`src/rtl/i2cs_pkg.sv`:
```
package i2cs_pkg;

    localparam logic [6:0] DEV_ADDR = 7'b1100000;

    typedef enum logic [2:0] {
        ST_IDLE,
        ST_RX,
        ST_RX_ACK,
        ST_TX,
        ST_TX_ACK
    } link_state_t;

    typedef enum logic [1:0] {
        PH_ADDR,
        PH_PTR,
        PH_DATA
    } rx_phase_t;

    typedef struct packed {
        logic [1:0] cp;
        logic       pwr;
        logic       vas_ok;
        logic       vas_idle;
        logic [1:0] vco;
        logic [2:0] vsb;
        logic [2:0] adc;
    } tuner_stat_t;

    function automatic logic [7:0] stat_byte1(input tuner_stat_t s);
        return {3'b000, s.cp, s.pwr, s.vas_ok, s.vas_idle};
    endfunction

    function automatic logic [7:0] stat_byte2(input tuner_stat_t s);
        return {s.vco, s.vsb, s.adc};
    endfunction

endpackage

```
`src/rtl/i2cs_deglitch.sv`:
```
module i2cs_deglitch #(
    parameter int W    = 2,
    parameter int SYNC = 2,
    parameter int FILT = 3
) (
    input  logic         clk,
    input  logic         rst,
    input  logic [W-1:0] din,
    output logic [W-1:0] dout
);
    localparam int CW = (FILT > 1) ? $clog2(FILT + 1) : 1;

    for (genvar i = 0; i < W; i++) begin : g_line
        logic [SYNC-1:0] sync_q;
        logic [CW-1:0]   cnt_q;

        always_ff @(posedge clk) begin
            if (rst) begin
                sync_q  <= '1;
                cnt_q   <= '0;
                dout[i] <= 1'b1;
            end else begin
                sync_q <= {sync_q[SYNC-2:0], din[i]};
                if (sync_q[SYNC-1] == dout[i]) begin
                    cnt_q <= '0;
                end else if (cnt_q == CW'(FILT - 1)) begin
                    cnt_q   <= '0;
                    dout[i] <= sync_q[SYNC-1];
                end else begin
                    cnt_q <= cnt_q + 1'b1;
                end
            end
        end
    end

endmodule

```
`src/rtl/i2cs_link.sv`:
```
module i2cs_link
    import i2cs_pkg::*;
#(
    parameter int NUM_REGS = 8,
    parameter int AW       = $clog2(NUM_REGS)
) (
    input  logic          clk,
    input  logic          rst,
    input  logic          scl_f,
    input  logic          sda_f,
    input  tuner_stat_t   stat_i,
    output logic          sda_oe,
    output logic          wr_en,
    output logic [AW-1:0] wr_addr,
    output logic [7:0]    wr_data,
    output logic          rd_stop
);
    logic        scl_d, sda_d;
    logic        scl_rise, scl_fall, bus_start, bus_stop;
    link_state_t st;
    rx_phase_t   ph;
    logic [3:0]  bit_cnt;
    logic [7:0]  sh, tx_sh, ptr;
    logic        rd_mode, go_tx, byte_sel, m_ack;
    tuner_stat_t shadow;
    logic [7:0]  b2;

    assign scl_rise  = scl_f & ~scl_d;
    assign scl_fall  = ~scl_f & scl_d;
    assign bus_start = scl_f & scl_d & sda_d & ~sda_f;
    assign bus_stop  = scl_f & scl_d & ~sda_d & sda_f;
    assign b2        = stat_byte2(shadow);

    always_ff @(posedge clk) begin
        if (rst) begin
            scl_d    <= 1'b1;
            sda_d    <= 1'b1;
            st       <= ST_IDLE;
            ph       <= PH_ADDR;
            bit_cnt  <= '0;
            sh       <= '0;
            tx_sh    <= '0;
            ptr      <= '0;
            sda_oe   <= 1'b0;
            wr_en    <= 1'b0;
            wr_addr  <= '0;
            wr_data  <= '0;
            rd_stop  <= 1'b0;
            rd_mode  <= 1'b0;
            go_tx    <= 1'b0;
            byte_sel <= 1'b0;
            m_ack    <= 1'b0;
            shadow   <= '0;
        end else begin
            scl_d   <= scl_f;
            sda_d   <= sda_f;
            wr_en   <= 1'b0;
            rd_stop <= 1'b0;
            if (bus_start) begin
                st      <= ST_RX;
                ph      <= PH_ADDR;
                bit_cnt <= '0;
                sda_oe  <= 1'b0;
                rd_mode <= 1'b0;
            end else if (bus_stop) begin
                st      <= ST_IDLE;
                sda_oe  <= 1'b0;
                rd_stop <= rd_mode;
                rd_mode <= 1'b0;
            end else begin
                unique case (st)
                    ST_RX: begin
                        if (scl_rise) begin
                            sh      <= {sh[6:0], sda_f};
                            bit_cnt <= bit_cnt + 1'b1;
                        end else if (scl_fall && bit_cnt == 4'd8) begin
                            bit_cnt <= '0;
                            go_tx   <= 1'b0;
                            unique case (ph)
                                PH_ADDR: begin
                                    if (sh[7:1] == DEV_ADDR) begin
                                        sda_oe <= 1'b1;
                                        st     <= ST_RX_ACK;
                                        ph     <= PH_PTR;
                                        go_tx  <= sh[0];
                                        if (sh[0]) begin
                                            shadow  <= stat_i;
                                            rd_mode <= 1'b1;
                                        end
                                    end else begin
                                        st <= ST_IDLE;
                                    end
                                end
                                PH_PTR: begin
                                    ptr    <= sh;
                                    ph     <= PH_DATA;
                                    sda_oe <= 1'b1;
                                    st     <= ST_RX_ACK;
                                end
                                default: begin
                                    if (int'(ptr) < NUM_REGS) begin
                                        wr_en   <= 1'b1;
                                        wr_addr <= ptr[AW-1:0];
                                        wr_data <= sh;
                                    end
                                    ptr    <= ptr + 1'b1;
                                    sda_oe <= 1'b1;
                                    st     <= ST_RX_ACK;
                                end
                            endcase
                        end
                    end
                    ST_RX_ACK: begin
                        if (scl_fall) begin
                            if (go_tx) begin
                                st       <= ST_TX;
                                byte_sel <= 1'b0;
                                tx_sh    <= stat_byte1(shadow);
                                sda_oe   <= ~stat_byte1(shadow)[7];
                            end else begin
                                st     <= ST_RX;
                                sda_oe <= 1'b0;
                            end
                        end
                    end
                    ST_TX: begin
                        if (scl_fall) begin
                            if (bit_cnt == 4'd7) begin
                                st      <= ST_TX_ACK;
                                sda_oe  <= 1'b0;
                                bit_cnt <= '0;
                            end else begin
                                bit_cnt <= bit_cnt + 1'b1;
                                tx_sh   <= {tx_sh[6:0], 1'b0};
                                sda_oe  <= ~tx_sh[6];
                            end
                        end
                    end
                    ST_TX_ACK: begin
                        if (scl_rise) begin
                            m_ack <= ~sda_f;
                        end else if (scl_fall) begin
                            if (m_ack && !byte_sel) begin
                                byte_sel <= 1'b1;
                                st       <= ST_TX;
                                tx_sh    <= b2;
                                sda_oe   <= ~b2[7];
                            end else begin
                                st <= ST_IDLE;
                            end
                        end
                    end
                    default: ;
                endcase
            end
        end
    end

endmodule

```
`src/rtl/i2c_status_slave.sv`:
```
module i2c_status_slave
    import i2cs_pkg::*;
#(
    parameter int NUM_REGS  = 8,
    parameter int SYNC_LEN  = 2,
    parameter int FILT_LEN  = 3,
    localparam int AW       = $clog2(NUM_REGS)
) (
    input  logic          clk,
    input  logic          rst,
    input  logic          scl_i,
    input  logic          sda_i,
    output logic          sda_oe,
    input  logic [1:0]    cp_set,
    input  logic          vas_ok,
    input  logic          vas_idle,
    input  logic [1:0]    vco_sel,
    input  logic [2:0]    vsb_sel,
    input  logic [2:0]    vt_adc,
    output logic          wr_en,
    output logic [AW-1:0] wr_addr,
    output logic [7:0]    wr_data
);
    logic [1:0]  lines_f;
    logic        scl_f, sda_f;
    logic        pwr_q, rd_stop;
    tuner_stat_t stat;

    i2cs_deglitch #(.W(2), .SYNC(SYNC_LEN), .FILT(FILT_LEN)) u_filt (
        .clk  (clk),
        .rst  (rst),
        .din  ({sda_i, scl_i}),
        .dout (lines_f)
    );

    assign scl_f = lines_f[0];
    assign sda_f = lines_f[1];

    always_comb begin
        stat.cp       = cp_set;
        stat.pwr      = pwr_q;
        stat.vas_ok   = vas_ok;
        stat.vas_idle = vas_idle;
        stat.vco      = vco_sel;
        stat.vsb      = vsb_sel;
        stat.adc      = vt_adc;
    end

    always_ff @(posedge clk) begin
        if (rst)          pwr_q <= 1'b1;
        else if (rd_stop) pwr_q <= 1'b0;
    end

    i2cs_link #(.NUM_REGS(NUM_REGS), .AW(AW)) u_link (
        .clk     (clk),
        .rst     (rst),
        .scl_f   (scl_f),
        .sda_f   (sda_f),
        .stat_i  (stat),
        .sda_oe  (sda_oe),
        .wr_en   (wr_en),
        .wr_addr (wr_addr),
        .wr_data (wr_data),
        .rd_stop (rd_stop)
    );

endmodule

```
`config.mk`:
```
export PLATFORM = sky130hd
export DESIGN_NAME = i2c_status_slave
export DESIGN_NICKNAME = d
export VERILOG_FILES = /design/src/rtl/i2cs_pkg.sv /design/src/rtl/i2cs_deglitch.sv /design/src/rtl/i2cs_link.sv /design/src/rtl/i2c_status_slave.sv
export SDC_FILE = /design/constraint.sdc
export NUM_CORES = 1
export LEC_CHECK = 0
export ABC_CLOCK_PERIOD_IN_PS = 1900
export BUFFER_PORTS_ARGS = -buffer_cell sky130_fd_sc_hd__buf_4
export CAP_MARGIN = 20
export CORE_MARGIN = 2
export CORE_UTILIZATION = 41
export DETAILED_ROUTE_END_ITERATION = 10
export GPL_TIMING_DRIVEN = 1
export PLACE_DENSITY = 0.58
export SYNTH_ARGS = -nofsm -noshare
export SYNTH_HDL_FRONTEND = slang
export SYNTH_HIERARCHICAL = 1
export SYNTH_SLANG_ARGS = --single-unit
```
`constraint.sdc`:
```
create_clock -name clk -period 1.9 [get_ports clk]
set_input_delay 0.19 -clock clk [delete_from_list [all_inputs] [get_ports clk]]
set_output_delay 0.19 -clock clk [all_outputs]
set_load 0.02 [all_outputs]
```
==> impl_metrics.env <==
export IMPL_htree_levels=3
export IMPL_antenna_found_initial=0
export IMPL_tightest_slew_ps=700
export IMPL_synth_area_leaders="dfxtp_1 (45%), mux2i_1 (8.8%), nor2_1 (6.4%)"
export IMPL_max_stage_delay_ps=400
export IMPL_critical_path_cell_chain="or3_4 -> nor4_4 -> nand3_4 -> nor2_8 -> buf_4 -> mux2i_1 -> nor2_1"
export IMPL_die_h_um=95.1
export IMPL_ir_worst_vdd_uv=359
export IMPL_share_of_synthesized_area_occupied_by_flip_flops_and_latches_pct=44.7
export IMPL_synth_compound_area_share_pct=14.4
export IMPL_globalRouteTotalUtil_pct=16.4
export IMPL_holdCritPathClass="in -> reg"
export IMPL_min_path_cells=2
export IMPL_hold_violations=0
export IMPL_antenna_left=0
export IMPL_grt_setup_unrepaired="yes"
export IMPL_synth_most_common_cell="dfxtp_1"
export IMPL_run_status="completed"
export IMPL_timing_reg2reg_setup_slack_ps=100
export IMPL_pin_count=29
export IMPL_whs_endpoint="u_filt/g_line[1].sync_q[0]$_SDFF_PP1_"
export IMPL_clkSlewWorstSetupHoldPaths_ps=90
export IMPL_synthAdderAreaFrac_pct=1.84
export IMPL_route_detailed_wl_per_inst_um=13.2
export IMPL_global_route_overflow_total=0
export IMPL_cts_buffer_depth=2
export IMPL_max_capacitance_violation_count=0
export IMPL_post_route_cell_area_mm2=0.00407
export IMPL_postSynth_topFlopCell="dfxtp_1"
export IMPL_grt_first_pass_wirelength_mm=11.8
export IMPL_peak_fanout_along_the_critical_path=5
export IMPL_r2r_end="u_link/shadow[10]$_SDFFE_PP0P_"
export IMPL_cts_sinks=76
export IMPL_cp_data_arrival_time_ps=2020
export IMPL_post_synth_xor_xnor_area_pct=0.771
export IMPL_placeableCoreArea_mm2=0.00813
export IMPL_power_per_cell_area_mw_per_mm2=738
export IMPL_routabilityCongestion=0.787
export IMPL_slew_viol_final=0
export IMPL_min_period_over_period_pct=94.8
export IMPL_globalRoute_busiestLayer="met2"
export IMPL_reg2reg_depth=7
export IMPL_grtUsageMet1_pct=21.7
export IMPL_ys_ff_latch=76
export IMPL_hold_path_startpoint="sda_i"
export IMPL_synth_simple_gate_area_share_pct=24.9
export IMPL_grt_util_met3_pct=4.51
export IMPL_finalCriticalPeriod_ps=1800
export IMPL_layout_nets=436
export IMPL_leakage_uw=0.00144
export IMPL_r2r_start="u_link/sh[4]$_SDFFE_PP0P_"
export IMPL_criticalPathCategory="reg -> reg"
export IMPL_syn_instance_count=375
export IMPL_detailedRoute_firstPassIterationCount=5
export IMPL_n_antenna_cell=0
export IMPL_routed_via_count=2728
export IMPL_synth_top_area_share_pct=44.7
export IMPL_floorplan_rows=33
export IMPL_vias_per_cell=5.20
export IMPL_yosysUniqueCellTypes=57
export IMPL_start_kind="flip-flop"
export IMPL_synth_edf_count=0
export IMPL_clock_skew_ps=11.5
export IMPL_synthesis_yosys_warnings=6
export IMPL_tritoncts_clock_tree="yes"
export IMPL_timing_final_setup_violations=0
export IMPL_use_met2_pct=25.9
export IMPL_synth_top_family_by_area="simple AND/OR/NAND/NOR gates"
export IMPL_fmaxAchievable_ghz=0.555
export IMPL_first_global_vias=2525
export IMPL_synthMuxAreaShare_pct=9.15
export IMPL_final_layout_size_suffix_gt1_share_pct=24.0
export IMPL_synth_cells_most_frequent="dfxtp_1 (76), nor2_1 (58), mux2i_1 (30), nand2_1 (30), a21oi_1 (28)"
export IMPL_clk_root_buffer_cell="clkbuf_8"
export IMPL_synthesis_area_mm2=0.00341
export IMPL_drt_drc_violations_left=0
export IMPL_fin_hold_ws_ps=18.1
export IMPL_synthDominantAreaCellType="dfxtp_1"
export IMPL_die_span_x_um=95.1
export IMPL_synth_avg_cell_area_um2=9.08
export IMPL_end_kind="flip-flop"
export IMPL_asyncSetResetFlopFracSynth_pct=0
export IMPL_critPathSlowestCell="or3_4"
export IMPL_area_growth_pct=19.4
export IMPL_port_buffers=28
export IMPL_dp_final_hpwl_mm=4.75
export IMPL_dpl_instance_area_mm2=0.00378
export IMPL_die_area_mm2=0.00905
export IMPL_initial_core_util_pct=41.9
export IMPL_critical_path_required_ps=2110
export IMPL_worst_skew_pair_late_latency_ps=350
export IMPL_detail_route_iter0_violations=135
export IMPL_final_routed_wirelength_across_all_metal_layers_mm=6.93
export IMPL_cts_buffers=9
export IMPL_slew_headroom_pct=52.8
export IMPL_grt_max_degree=53
export IMPL_synth_fp_nets=396
per-stage QoR:
stage	TNS [ps]	power, uW	setup WS (ps)	util, %	cells
final	0	3000	99.3	50.0	525
after global routing	-33.8	3120	-12.8	50.0	525
after CTS	0	3040	29.1	49.2	522
after detailed placement	0	1700	15.3	46.5	506
after global placement	0	1700	26.3	46.5	506
after floorplan	0	1670	163	-	375
critical path, delay by kind of cell, from the launching register on:
family        cells  cell delay [ps]
flops             1              360
buf+inv           1              170
simple gates      5              950
mux               1              180
how the worst max path moves through the flow:
stage                                           start                             end  slack (ps)  cells past startpoint
after floorplan             u_link/sh[4]$_SDFFE_PP0P_       u_link/b2[2]$_SDFFE_PP0P_         160                      7
after global placement      u_link/st[1]$_SDFFE_PP0P_  u_link/bit_cnt[3]$_SDFFE_PP0P_          30                      5
after detailed placement    u_link/st[1]$_SDFFE_PP0P_  u_link/bit_cnt[3]$_SDFFE_PP0P_          20                      5
after CTS                   u_link/sh[4]$_SDFFE_PP0P_       u_link/b2[7]$_SDFFE_PP0P_          30                      6
after global routing      u_filt/dout[0]$_SDFFE_PP1P_      u_link/ptr[1]$_SDFFE_PP0P_         -10                      6
final                       u_link/sh[4]$_SDFFE_PP0P_  u_link/shadow[10]$_SDFFE_PP0P_         100                      7
flip-flops by register name (all words and copies together), names as in the netlist, 2 cells and up:
signal                flops
u_filt/dout               2
u_link/wr_addr            3
u_link/wr_data            8
u_filt/g_line.sync_q      4
u_link/tx_sh              7
u_link/ph                 2
u_link/shadow             5
u_filt/g_line.cnt_q       4
u_link/b2                 8
u_link/ptr                8
u_link/sh                 8
u_link/st                 3
u_link/bit_cnt            4
layout make-up:
class                      count  area (um^2)
clock buffer                  11          151
clock inverter                 5         66.3
fill                         776         4070
inverter                       9         33.8
multi-input combinational    270         1750
sequential                    76         1530
tap                          105          131
timing repair buffer          49          405
cells by family (layout without fill, tap and decap cells):
group / after synthesis / in the layout
muxes: 31 / 31
adders and majority gates: 5 / 5
xor gates and xnor gates: 3 / 3
AOI/OAI and AO/OA: 74 / 74
buffers and inverters: 29 / 74
DFF: 76 / 76
and+or+nand+nor: 157 / 157
placed cells by master, fill, tap and decap left out, types with 7 or more instances in the layout:
cell | synthesis | routed
nor2_1 | 58 | 58
nand2_1 | 30 | 30
nor3_1 | 7 | 7
dfxtp_1 | 76 | 71
clkbuf_8 | 0 | 11
nand3_1 | 17 | 16
a22oi_1 | 7 | 7
buf_4 | 5 | 46
inv_1 | 9 | 9
a21oi_1 | 28 | 28
or2_2 | 7 | 7
mux2i_1 | 30 | 28
o21ai_0 | 10 | 10
where the power goes:
| part | total, uW | switching [uW] | internal [uW] |
|---|---|---|---|
| combinational | 63.8 | 34.0 | 29.7 |
| sequential | 1600 | 2.93 | 1600 |
| clock | 1340 | 640 | 697 |
| total | 3000 | 677 | 2320 |
metal layers:
layer  vias up  part of all wire, %
met5         -                    0
li1       1408                    -
met1      1273                   49
met2        40                   47
met3         7                  3.8
met4         0                  1.0
repair_timing:
| item | 4_1_cts | 5_1_grt |
|---|---|---|
| hold buffers | 0 | 0 |
| pin swaps | 0 | 2 |
| resized for setup | 1 | 8 |
| gates cloned | 0 | 0 |
| buffers inserted | 0 | 3 |
| endpoints found under the setup margin | 1 | 34 |
Power figures use the tool's default switching activity.
